===== src/rtl/dispatch_pkg.sv =====
package dispatch_pkg;

  localparam int NQ    = 5;
  localparam int CLS_W = 3;
  localparam int LVL_W = 3;
  localparam int HDR_W = CLS_W + 2 * LVL_W;

  localparam logic [CLS_W-1:0] CLS_SCALAR = 3'd0;
  localparam logic [CLS_W-1:0] CLS_VECTOR = 3'd1;
  localparam logic [CLS_W-1:0] CLS_MATRIX = 3'd2;
  localparam logic [CLS_W-1:0] CLS_MOVE   = 3'd3;

  localparam logic [LVL_W-1:0] LV_L1  = 3'd0;
  localparam logic [LVL_W-1:0] LV_L0A = 3'd1;
  localparam logic [LVL_W-1:0] LV_L0B = 3'd2;
  localparam logic [LVL_W-1:0] LV_UB  = 3'd3;
  localparam logic [LVL_W-1:0] LV_EXT = 3'd4;
  localparam logic [LVL_W-1:0] LV_SPR = 3'd5;

  localparam int Q_VEC = 0;
  localparam int Q_MAT = 1;
  localparam int Q_MV1 = 2;
  localparam int Q_MV2 = 3;
  localparam int Q_MV3 = 4;

  typedef struct packed {
    logic          scalar;
    logic          illegal;
    logic [NQ-1:0] qsel;
  } route_t;

endpackage


===== src/rtl/dispatch_decode.sv =====
module dispatch_decode
  import dispatch_pkg::*;
(
  input  logic [HDR_W-1:0] hdr,
  output route_t           route
);

  localparam int CLS_LSB = HDR_W - CLS_W;
  localparam int SRC_LSB = CLS_LSB - LVL_W;
  localparam int DST_LSB = SRC_LSB - LVL_W;

  logic [CLS_W-1:0] cls;
  logic [LVL_W-1:0] src;
  logic [LVL_W-1:0] dst;
  logic             dst_l0;
  logic             dst_l0_ub;
  logic             to_mv1;
  logic             to_mv2;
  logic             to_mv3;

  assign cls = hdr[CLS_LSB +: CLS_W];
  assign src = hdr[SRC_LSB +: LVL_W];
  assign dst = hdr[DST_LSB +: LVL_W];

  assign dst_l0    = (dst == LV_L0A) || (dst == LV_L0B);
  assign dst_l0_ub = dst_l0 || (dst == LV_UB);

  // path rules for the three movement queues
  assign to_mv1 = ((src == LV_L1) && dst_l0_ub) || ((src == LV_SPR) && dst_l0);
  assign to_mv2 = (src == LV_EXT) && (dst_l0_ub || (dst == LV_L1));
  assign to_mv3 = (src == LV_UB) && (dst == LV_EXT);

  always_comb begin
    route = '0;
    case (cls)
      CLS_SCALAR: route.scalar = 1'b1;
      CLS_VECTOR: route.qsel[Q_VEC] = 1'b1;
      CLS_MATRIX: route.qsel[Q_MAT] = 1'b1;
      CLS_MOVE: begin
        if (to_mv1)      route.qsel[Q_MV1] = 1'b1;
        else if (to_mv2) route.qsel[Q_MV2] = 1'b1;
        else if (to_mv3) route.qsel[Q_MV3] = 1'b1;
        else             route.illegal     = 1'b1;
      end
      default:    route.illegal = 1'b1;
    endcase
  end

endmodule


===== src/rtl/dispatch_fifo.sv =====
module dispatch_fifo #(
  parameter int W     = 16,
  parameter int DEPTH = 4
) (
  input  logic         clk,
  input  logic         rst,
  input  logic         push,
  input  logic [W-1:0] din,
  output logic         full,
  output logic         out_valid,
  output logic [W-1:0] out_data,
  input  logic         out_ready
);

  localparam int AW = (DEPTH > 1) ? $clog2(DEPTH) : 1;
  localparam int CW = $clog2(DEPTH + 1);
  localparam logic [AW-1:0] LAST = AW'(DEPTH - 1);

  logic [W-1:0]  mem [DEPTH];
  logic [AW-1:0] wr_ptr;
  logic [AW-1:0] rd_ptr;
  logic [CW-1:0] count;
  logic          pop;

  assign pop       = out_valid && out_ready;
  assign full      = (count == CW'(DEPTH));
  assign out_valid = (count != '0);
  assign out_data  = mem[rd_ptr];

  // storage without reset so it maps onto RAM
  always_ff @(posedge clk) begin
    if (push) mem[wr_ptr] <= din;
  end

  always_ff @(posedge clk) begin
    if (rst) begin
      wr_ptr <= '0;
      rd_ptr <= '0;
      count  <= '0;
    end else begin
      if (push) wr_ptr <= (wr_ptr == LAST) ? '0 : wr_ptr + 1'b1;
      if (pop)  rd_ptr <= (rd_ptr == LAST) ? '0 : rd_ptr + 1'b1;
      count <= count + CW'(push) - CW'(pop);
    end
  end

endmodule


===== src/rtl/instr_dispatch.sv =====
module instr_dispatch
  import dispatch_pkg::*;
#(
  parameter int WORD_W = 16,
  parameter int QDEPTH = 4
) (
  input  logic                 clk,
  input  logic                 rst,
  input  logic                 in_valid,
  input  logic [WORD_W-1:0]    in_word,
  output logic                 in_ready,
  output logic [NQ-1:0]        q_valid,
  output logic [NQ*WORD_W-1:0] q_data,
  input  logic [NQ-1:0]        q_ready,
  output logic                 scalar_done,
  output logic [WORD_W-1:0]    scalar_word,
  output logic                 illegal_flag
);

  route_t        route;
  logic [NQ-1:0] q_full;
  logic [NQ-1:0] q_push;
  logic          accept;

  dispatch_decode u_decode (
    .hdr   (in_word[WORD_W-1 -: HDR_W]),
    .route (route)
  );

  // only the selected queue can hold the stream back
  assign in_ready = route.scalar || route.illegal || ((route.qsel & q_full) == '0);
  assign accept   = in_valid && in_ready;
  assign q_push   = accept ? route.qsel : '0;

  generate
    for (genvar i = 0; i < NQ; i++) begin : g_q
      dispatch_fifo #(
        .W     (WORD_W),
        .DEPTH (QDEPTH)
      ) u_fifo (
        .clk       (clk),
        .rst       (rst),
        .push      (q_push[i]),
        .din       (in_word),
        .full      (q_full[i]),
        .out_valid (q_valid[i]),
        .out_data  (q_data[i*WORD_W +: WORD_W]),
        .out_ready (q_ready[i])
      );
    end
  endgenerate

  always_ff @(posedge clk) begin
    if (rst) begin
      scalar_done  <= 1'b0;
      scalar_word  <= '0;
      illegal_flag <= 1'b0;
    end else begin
      scalar_done  <= accept && route.scalar;
      illegal_flag <= accept && route.illegal;
      if (accept && route.scalar) scalar_word <= in_word;
    end
  end

endmodule


===== config.mk =====
export PLATFORM = sky130hd
export DESIGN_NAME = instr_dispatch
export DESIGN_NICKNAME = d
export VERILOG_FILES = /design/src/rtl/dispatch_pkg.sv /design/src/rtl/dispatch_decode.sv /design/src/rtl/dispatch_fifo.sv /design/src/rtl/instr_dispatch.sv
export SDC_FILE = /design/constraint.sdc
export NUM_CORES = 1
export LEC_CHECK = 0
export ABC_AREA = 1
export BUFFER_PORTS_ARGS = -buffer_cell sky130_fd_sc_hd__buf_4
export CAP_MARGIN = 30
export CORE_MARGIN = 1
export CORE_UTILIZATION = 47
export DETAILED_ROUTE_END_ITERATION = 8
export PLACE_DENSITY_LB_ADDON = 0.08
export SYNTH_ARGS = -nofsm -noshare
export SYNTH_HDL_FRONTEND = slang
export SYNTH_HIERARCHICAL = 1
export SYNTH_SLANG_ARGS = --single-unit

===== constraint.sdc =====
create_clock -name clk -period 4.6 [get_ports clk]
set_input_delay 0 -clock clk [delete_from_list [all_inputs] [get_ports clk]]
set_output_delay 0 -clock clk [all_outputs]
set_load 0.02 [all_outputs]

==> out/metrics.yaml, run 1 <==
vias: 9786
wire_per_inst_um: 18.7
cts-root-buf: "clkbuf_16"
min-delay-path-class: "in2reg"
diodes: 0
post-dp-hpwl_um: 21400
finClkSkew_ns: 0.00945
fin_crit_sh: 0.724
relSlewSlack: 0.495
holdPathStages: 4
dominantRegCellSynth: "edfxtp_1"
grt_pass1_wl_um: 53700
wirelength_um: 35500
status: "complete, no violations"
cp.buffers_inverters: 3
syn_nets: 1338
layout.nets: 1488
worstPathCellList: "dlygate4sd3_1 > buf_4 > o21ai_0 > nor2_1 > nand2_1 > nand2_1 > nor2_1 > nand2_1 > nand3_2 > o21bai_4 > nand2_1 > nor2_1 > nand2_1 > inv_1"
final_cell_mix: "320 x edfxtp_1, 253 x nor2_1, 145 x o21ai_1, 133 x buf_4, 123 x inv_1"
cts_tree: "yes"
antenna_found_initial: 1
htreeDepth: 2
fmax_mhz: 300
cts_buffer_depth: 3
hold_viol: 0
p_leak_nw: 6.79
critPathKind: "in2reg"
startpoint_type: "input pin"
seq_area_frac_synth: 0.711
start_util: 0.481
fin_setup_tns_ns: 0
critPathMaxFanout: 24
drtIter0Drc: 733
hold_end: "g_q[2].u_fifo/rd_ptr[1]$_SDFFE_PP0P_"
reg2reg_to: "g_q[4].u_fifo/mem[3][4]$_DFFE_PP_"
p_per_area_mw_per_mm2: 547
rr_startpoint: "g_q[3].u_fifo/count[1]$_SDFF_PP0_"
async_reset_ff_frac: 0
ys_seq_elements: 383
die_h_um: 182
layout-drive-gt1-share: 0.151
rr_worst_depth: 8
drv_cap: 0
ctsHoldBuffers: 23
grt_use_total: 0.215
crit_slowest_cell: "dlygate4sd3_1"
worstMarginPinSlew_ns: 0.751
first_pass_iters: 5
regToRegSetupSlack_ns: 1.55
total_power_mw: 9.87
cp_common_cell: "nand2_1"
ant_nets: 0
worstPathRequired_ns: 4.75
place_congestion: 0.789
postSynthAreaPerCell_sq_um: 11.9
via_per_inst: 5.17
clk_pin_slew_ns: 0.06
synth_cell_types: 29
ios: 128
post_cts_buffers: 0
maxSlewViolCount: 0
synth-edff-count: 320
numCtsBuffers: 39
syn_area_sq_mm: 0.0153
clock-sinks: 383
critPathArrivalTime_ns: 3.48
clock_latency_ns: 0.52
grt_pass1_vias: 9308
cts-resized-gates: 0
rows: 65
syn_to_final_growth_pct: 18.1
dieArea_sq_mm: 0.0332
setup_viol: 0
io_buffer_count: 127
crit_path_end_kind: "register"
vdd_drop_max_mv: 0.320
syn_inst: 1279
grt_max_degree: 34
core_area_sq_mm: 0.0318
fin_crit_ns: 3.33
die_x_um: 182
rsz0062_at_grt: "false"
slowest_delay_ns: 0.54
drc: 0
overflow: 0
ys.warnings.count: 6
min_from: "q_ready[2]"
cp_top_family: "simple AND/OR/NAND/NOR gates"
layout_commonest_cell: "edfxtp_1"
## worst register-to-register path, stage by stage (launching register included)
cell	delay, ns
dfxtp_1	0.39
nor3_1	0.16
nand2_1	0.12
nand3_2	0.10
o21bai_4	0.38
nand2_1	0.40
nor2_1	0.47
nand2_1	0.17
inv_1	0.49
## registers in the layout, summed over array words and instances, names as in the netlist, named ones only
| register | count |
|---|---|
| g_q.u_fifo/count | 15 |
| g_q.u_fifo/mem | 320 |
| g_q.u_fifo/rd_ptr | 10 |
| g_q.u_fifo/wr_ptr | 10 |
| illegal_flag | 1 |
| scalar_done | 1 |
| scalar_word | 16 |
## per-stage QoR
| stage | area, sq um | setup slack (ns) | utilization | cells | hold slack (ns) |
|---|---|---|---|---|---|
| after floorplan | 15300 | 2.39 | - | 1279 | 0.0712 |
| after global placement | 16600 | 1.38 | 0.520 | 1800 | 0.308 |
| after detailed placement | 16600 | 1.27 | 0.520 | 1800 | 0.310 |
| after CTS | 18000 | 1.30 | 0.567 | 1893 | 0.312 |
| after global routing | 18000 | 0.974 | 0.567 | 1893 | 0.362 |
| final | 18000 | 1.27 | 0.567 | 1893 | 0.329 |
## per-layer routing
metal | wire length [um] | global-route usage | vias up
li1 | - | - | 4760
met3 | 1670 | 0.0311 | 59
met4 | 916 | 0.0652 | 0
met2 | 16300 | 0.345 | 262
met1 | 16600 | 0.305 | 4705
met5 | 0 | 0 | -
## layout make-up
type / count / area (sq um)
fill: 2656 / 13800
multi-input combinational: 710 / 3620
tap: 435 / 544
timing repair buffer: 156 / 1230
sequential: 383 / 10900
clock buffer: 53 / 1140
inverter: 139 / 522
clock inverter: 17 / 115
## worst max path at each step
stage | cells past startpoint | endpoint | slack (ns) | from
2_1_floorplan | 16 | g_q[4].u_fifo/count[1]$_SDFF_PP0_ | 2.39 | in_word[10]
3_3_place_gp | 13 | g_q[4].u_fifo/mem[3][0]$_DFFE_PP_ | 1.38 | in_word[8]
3_5_place_dp | 13 | g_q[4].u_fifo/mem[3][11]$_DFFE_PP_ | 1.27 | in_word[8]
4_1_cts | 15 | g_q[2].u_fifo/mem[3][10]$_DFFE_PP_ | 1.30 | in_word[10]
5_1_grt | 14 | g_q[4].u_fifo/mem[0][1]$_DFFE_PP_ | 0.97 | in_word[8]
6_report | 14 | g_q[4].u_fifo/mem[3][4]$_DFFE_PP_ | 1.27 | in_word[8]
## where the power goes
part           total, mW  switching [mW]  internal (mW)
clock network       3.06            1.27           1.80
logic               2.77            1.78          0.988
registers           4.03           0.149           3.88
total               9.87            3.20           6.67
## synth_stat cells, types with 6 or more instances
cell / instances / area [sq um]
nand3b_1: 6 / 45.0
nor3_1: 11 / 55.1
o22ai_1: 80 / 500
o21ai_0: 26 / 130
a21oi_1: 15 / 75.1
inv_2: 15 / 56.3
nand2_1: 99 / 372
nor2_1: 253 / 950
buf_2: 32 / 160
inv_1: 123 / 462
edfxtp_1: 320 / 9610
nand4_1: 16 / 100
dfxtp_1: 63 / 1260
ha_1: 30 / 375
nand3_1: 7 / 35.0
buf_4: 10 / 75.1
nand2_2: 6 / 37.5
o21ai_1: 145 / 726
## cells by family (layout without fill, tap and decap cells)
logic type / Yosys count / count (layout) / synth area share
xor gates and xnor gates: 5 / 5 / 0.00287
DFF: 383 / 383 / 0.711
and+or+nand+nor: 403 / 403 / 0.107
buffers and inverters: 186 / 365 / 0.0522
AOI/OAI and AO/OA: 267 / 267 / 0.0949
adders and majority gates: 35 / 35 / 0.0311
Note: power is estimated with default switching activity, not from simulation.
==> inputs of run 2 (changes only) <==
ABC_AREA = 0   (was 1)
clock period = 2.72 ns   (was 4.6 ns; I/O delays follow)
==> out/metrics.yaml, run 2 <==
worstMarginPinSlew_ns: 0.836  # +0.0846 ns
crit_slowest_cell: "dlygate4sd3_1"
combinationalPowerShare: 0.199  # -0.082
cts_buffer_depth: 3  # unchanged
slowest_delay_ns: 0.53  # about the same
fin_setup_tns_ns: 0  # unchanged
io_buffer_count: 127  # unchanged
place_ws_ns: -0.00328  # -1.27 ns
numCtsBuffers: 40  # +2.6%
wire_per_inst_um: 22.5  # +20%
final_core_util: 0.582  # +0.0149
ctsHoldBuffers: 16  # -30%
fin_crit_ns: 2.55
reg2reg_to: "g_q[2].u_fifo/mem[2][10]$_DFFE_PP_"
min-delay-path-class: "in2reg"
hold_end: "g_q[2].u_fifo/mem[2][8]$_DFFE_PP_"
drc: 0  # unchanged
async_reset_ff_frac: 0  # unchanged
intPower_mw: 11.4  # +71%
crit_path_end_kind: "register"
switching_power_mw: 3.90  # +22%
reg_top3: "g_q.u_fifo/mem (320), scalar_word (16), g_q.u_fifo/count (15)"
ys_top_cells_by_count: "320 x edfxtp_1, 63 x dfxtp_1, 50 x mux4_2"
grt_pass1_wl_um: 47100  # -12%
hold_viol: 0  # unchanged
synth_area_leader_cell: "edfxtp_1"
seq_area_frac_synth: 0.714  # +0.00240
die_x_um: 182  # -0.17%
grt_pass1_vias: 7913  # -15%
relSlewSlack: 0.442  # -0.0533
worstPathCellList: "dlygate4sd3_1 > buf_4 > nand2_1 > or4_4 > nor2_1 > a222oi_1 > a41o_1 > ha_1 > fa_1 > xor3_1 > nor2_1"
min_from: "in_word[8]"
p_leak_nw: 6.51  # -4.1%
layout_commonest_cell: "edfxtp_1"
layout-drive-gt1-share: 0.313  # +0.162
syn_to_final_growth_pct: 21.3
start_util: 0.480  # about the same
htreeDepth: 2  # unchanged
rr_startpoint: "g_q[3].u_fifo/count[2]$_SDFF_PP0_"
clock_latency_ns: 0.52  # about the same
postSynthAreaPerCell_sq_um: 20.0  # +67%
use_met3: 0.0373  # +0.00617
critPathKind: "in2reg"
grt-busiest-layer: "met2"
setup_viol: 0  # unchanged
dominantRegCellSynth: "edfxtp_1"
layout.nets: 1017  # -32%
synthTopCellsByArea: "edfxtp_1 63%, dfxtp_1 8.3%, mux4_2 7.4%"
rr_worst_depth: 6  # -2
synth_fa_ha_area_frac: 0.0312  # +0.000105
grt_use_total: 0.193  # -0.0222
synth_mux_area_frac: 0.147  # +0.147
vias: 7646  # -22%
ant_nets: 0  # unchanged
critPathArrivalTime_ns: 2.92  # -0.56 ns
maxSlewViolCount: 0  # unchanged
clock-sinks: 383  # unchanged
largest-register: "g_q.u_fifo/mem"
synthSimpleGateAreaFrac: 0.0453  # -0.0622
core_area_sq_mm: 0.0317  # -0.26%
pwr-share-clk: 0.353  # +0.042
ios: 128  # unchanged
cts-root-buf: "clkbuf_16"
die_h_um: 182  # -0.17%
antenna_found_initial: 1  # unchanged
cp.buffers_inverters: 2  # -1
gr-usage-met2: 0.329  # -0.0162
drtIter0Drc: 493  # -33%
synth_top_family_by_area: "multiplexers"
first_pass_iters: 5  # unchanged
diodes: 0  # unchanged
cts-resized-gates: 0  # unchanged
syn_inst: 762  # -40%
switching_share: 0.255  # -0.0695
total_power_mw: 15.3  # +55%
regToRegSetupSlack_ns: 0.25  # -1.30 ns
holdPathStages: 2  # -2
drv_cap: 0  # unchanged
worstPathRequired_ns: 3.09  # -1.66 ns
layout_setup_ws_ns: 0.170  # -1.10 ns
cp_top_family: "simple AND/OR/NAND/NOR gates"
holdWs_ns: 0.0207  # -0.309 ns
ys_seq_elements: 383  # unchanged
final_cell_mix: "320 x edfxtp_1, 150 x buf_4, 63 x dfxtp_1, 50 x mux4_2, 42 x clkbuf_16"
via_per_inst: 5.49  # +6.3%
synth_compound_area_frac: 0.0336  # -0.0613
post_cts_buffers: 0  # unchanged
synth-xor-area-share: 0.00781  # +0.00494
fmax_mhz: 392
synth_top_cell_area_share: 0.631  # +0.00212
syn_nets: 821  # -39%
wirelength_um: 31400  # -12%
rsz0062_at_grt: "false"
cp_common_cell: "nor2_1"
ys.warnings.count: 6  # unchanged
syn_area_sq_mm: 0.0152  # -0.34%
finClkSkew_ns: 0.0127  # +0.00325 ns
overflow: 0  # unchanged
startpoint_type: "input pin"
synthMostInstantiatedCell: "edfxtp_1"
grt_max_degree: 64  # +88%
post-dp-hpwl_um: 19200  # -10%
synth-edff-count: 320  # unchanged
p_per_area_mw_per_mm2: 828  # +51%
status: "complete, no violations"
fin_crit_sh: 0.937
rows: 65  # unchanged
vdd_drop_max_mv: 0.478  # +50%
cts_tree: "yes"
place_congestion: 0.743  # -5.9%
dieArea_sq_mm: 0.0331  # -0.33%
largest_reg_flops: 320  # unchanged
use_met1: 0.255  # -0.0501
pwr-share-seq: 0.448  # +0.040
clk_pin_slew_ns: 0.06  # about the same
critPathMaxFanout: 13  # -46%
synth_cell_types: 42  # +45%
run 2: how the worst max path moves through the flow:
stage                    start                           endpoint  slack (ns)  depth (start not counted)
floorplan           in_word[8]  g_q[4].u_fifo/count[2]$_SDFF_PP0_        0.31                          9
global placement    in_word[8]  g_q[4].u_fifo/count[2]$_SDFF_PP0_        0.07                         10
detailed placement  in_word[8]  g_q[4].u_fifo/count[2]$_SDFF_PP0_      -0.003                         10
CTS                 in_word[9]  g_q[4].u_fifo/count[2]$_SDFF_PP0_        0.16                         11
global route        in_word[9]  g_q[4].u_fifo/count[2]$_SDFF_PP0_        0.07                         11
finish              in_word[9]  g_q[4].u_fifo/count[2]$_SDFF_PP0_        0.17                         11
run 2: cell families after synthesis:
kind of cell	count (synthesis)
mux	110
simple gates	118
fa+ha+maj	35
buf+inv	52
xor+xnor	5
compound gates	59
flops	383
run 2: through the flow:
| step | instances | area [sq um] |
|---|---|---|
| after global placement | 1302 | 17000 |
| after floorplan | 762 | 15200 |
| after global routing | 1392 | 18500 |
| after CTS | 1392 | 18500 |
| after detailed placement | 1302 | 17000 |
| final | 1392 | 18500 |
run 2: area by class of cell:
class,instances,area (sq um)
repair buffers,185,1670
flip-flops and latches,383,10900
multi-input cells,327,4030
inverters,21,78.8
clock inverters,17,196
well taps,402,503
clock buffers,57,1120
fillers,2385,13300
run 2: power by group through the flow:
| stage | Clock (mW) | Combinational [mW] | Sequential, mW |
|---|---|---|---|
| after CTS | 5.53 | 3.10 | 6.86 |
| after detailed placement | 0 | 3.07 | 6.98 |
| after global placement | 0 | 2.98 | 6.96 |
| final | 5.41 | 3.04 | 6.85 |
| after floorplan | 0 | 2.26 | 6.80 |
| after global routing | 5.76 | 3.26 | 6.90 |
run 2: per-layer routing:
metal	up-vias	wire length (um)	part of all wire
li1	3461	-	-
met1	3958	13400	0.43
met2	178	16000	0.51
met3	49	1450	0.046
met4	0	557	0.018
met5	-	0	0
==> inputs of run 3 (changes only) <==
BUFFER_PORTS_ARGS = -buffer_cell sky130_fd_sc_hd__buf_2   (was -buffer_cell sky130_fd_sc_hd__buf_4)
SLEW_MARGIN = 20   (was not set)
==> out/metrics.yaml, run 3 (synthesis gave the netlist of run 2 again) <==
status: "complete, no violations"
maxSlewViolCount: 0  # unchanged
min_from: "in_word[7]"
die_x_um: 182  # unchanged
reg_top3: "g_q.u_fifo/mem (320), scalar_word (16), g_q.u_fifo/count (15)"
place_ws_ns: 0.0681  # +0.0714 ns
grt_pass1_wl_um: 48100  # +2.2%
holdWs_ns: 0.0150  # -0.00574 ns
final_cell_mix: "320 x edfxtp_1, 127 x buf_2, 63 x dfxtp_1, 50 x mux4_2, 41 x clkbuf_16"
rr_startpoint: "g_q[3].u_fifo/count[2]$_SDFF_PP0_"
vias: 7642  # -0.052%
final_core_util: 0.574  # -0.00801
clock-sinks: 383  # unchanged
fin_crit_ns: 2.64  # +0.0885 ns
drc: 0  # unchanged
p_per_area_mw_per_mm2: 826  # -0.27%
syn_to_final_growth_pct: 19.6
wirelength_um: 31700  # +1.0%
start_util: 0.480  # unchanged
largest-register: "g_q.u_fifo/mem"
startpoint_type: "input pin"
first_pass_iters: 5  # unchanged
fmax_mhz: 379  # -3.4%
min-delay-path-class: "in2reg"
die_h_um: 182  # unchanged
total_power_mw: 15.0  # -1.6%
design_area_sq_mm: 0.0182  # -1.4%
worstMarginPinSlew_ns: 0.806  # -0.0300 ns
layout.nets: 1025  # +0.79%
hold_viol: 0  # unchanged
vdd_drop_max_mv: 0.541  # +13%
cp_top_family: "simple AND/OR/NAND/NOR gates"
cts_buffer_depth: 3  # unchanged
fin_setup_tns_ns: 0  # unchanged
diodes: 0  # unchanged
fin_crit_sh: 0.970  # +0.0325
wire_per_inst_um: 22.7  # +0.59%
numCtsBuffers: 40  # unchanged
rows: 65  # unchanged
worstSetupStartpoint: "in_word[8]"
layout-drive-gt1-share: 0.321  # +0.00815
critPathArrivalTime_ns: 3.05  # +0.13 ns
dieArea_sq_mm: 0.0331  # unchanged
grt_pass1_vias: 8061  # +1.9%
post-dp-hpwl_um: 20000  # +3.7%
instances_no_fill: 1398  # +0.43%
cts_tree: "yes"
cts-root-buf: "clkbuf_16"
critPathMaxFanout: 7  # -6
io_buffer_count: 127  # unchanged
overflow: 0  # unchanged
crit_path_end_kind: "register"
critPathKind: "in2reg"
crit_slowest_cell: "dlygate4sd3_1"
drv_cap: 0  # unchanged
grt_use_total: 0.197  # +0.00449
p_leak_nw: 6.46  # -0.81%
slowest_delay_ns: 0.53  # about the same
clk_pin_slew_ns: 0.06  # about the same
dp.cells: 1310  # +0.61%
drtIter0Drc: 461  # -6.5%
worstPathCellList: "dlygate4sd3_1 > buf_2 > or2_1 > or4_4 > a31o_4 > o211a_1 > a41o_1 > ha_1 > fa_1 > xor3_1 > nor2_1"
setup_viol: 0  # unchanged
antenna_found_initial: 0  # -1
worstPathRequired_ns: 3.13  # +0.04 ns
relSlewSlack: 0.462  # +0.0200
ant_nets: 0  # unchanged
core_area_sq_mm: 0.0317  # unchanged
htreeDepth: 2  # unchanged
grt_max_degree: 41  # -36%
cp.buffers_inverters: 2  # unchanged
via_per_inst: 5.47  # -0.48%
place_congestion: 0.783  # +5.5%
place_area_sq_mm: 0.0167  # -1.4%
layout_commonest_cell: "edfxtp_1"
clock_latency_ns: 0.52  # about the same
largest_reg_flops: 320  # unchanged
ios: 128  # unchanged
finClkSkew_ns: 0.0199  # +0.00718 ns
layout_setup_ws_ns: 0.0816  # -0.0885 ns
-- run 3: cell types whose count changed in the layout (fill, tap and decap cells not counted), moves of 2 or more --
cell,delta
buf_2,+127
clkbuf_1,-2
buf_4,-119
clkbuf_8,+2
-- run 3: worst paths after layout --
path,slack [ns],end,cells after the start
setup / recovery,0.08,g_q[4].u_fifo/count[2]$_SDFF_PP0_,11
hold / removal,0.02,g_q[2].u_fifo/mem[2][7]$_DFFE_PP_,2
setup reg to reg,0.47,g_q[4].u_fifo/count[2]$_SDFF_PP0_,8
hold reg to reg,0.51,register,2
-- run 3: report_power, final --
group / internal (mW) / total, mW / switching, mW
clock network: 3.24 / 5.39 / 2.15
logic: 1.38 / 2.82 / 1.44
registers: 6.55 / 6.83 / 0.288
-- run 3: what timing repair did --
item	4_1_cts	5_1_grt
gates resized for setup	0	3
endpoints found under the hold margin	127	0
buffers inserted	0	1
endpoints found under the setup margin	0	335
hold buffers	15	0
-- run 3: final cells by class --
class / instances / area [sq um]
repair buffers: 193 / 1420
flip-flops and latches: 383 / 10900
multi-input cells: 327 / 4050
fillers: 2387 / 13500
clock inverters: 16 / 184
well taps: 402 / 503
inverters: 21 / 78.8
clock buffers: 56 / 1110
-- run 3: layer usage --
layer / vias to the layer above / share of wire / track usage
met3: 41 / 0.049 / 0.0411
met4: 0 / 0.016 / 0.0461
li1: 3470 / - / -
met1: 3958 / 0.43 / 0.257
met5: - / 0 / 0
met2: 173 / 0.50 / 0.341
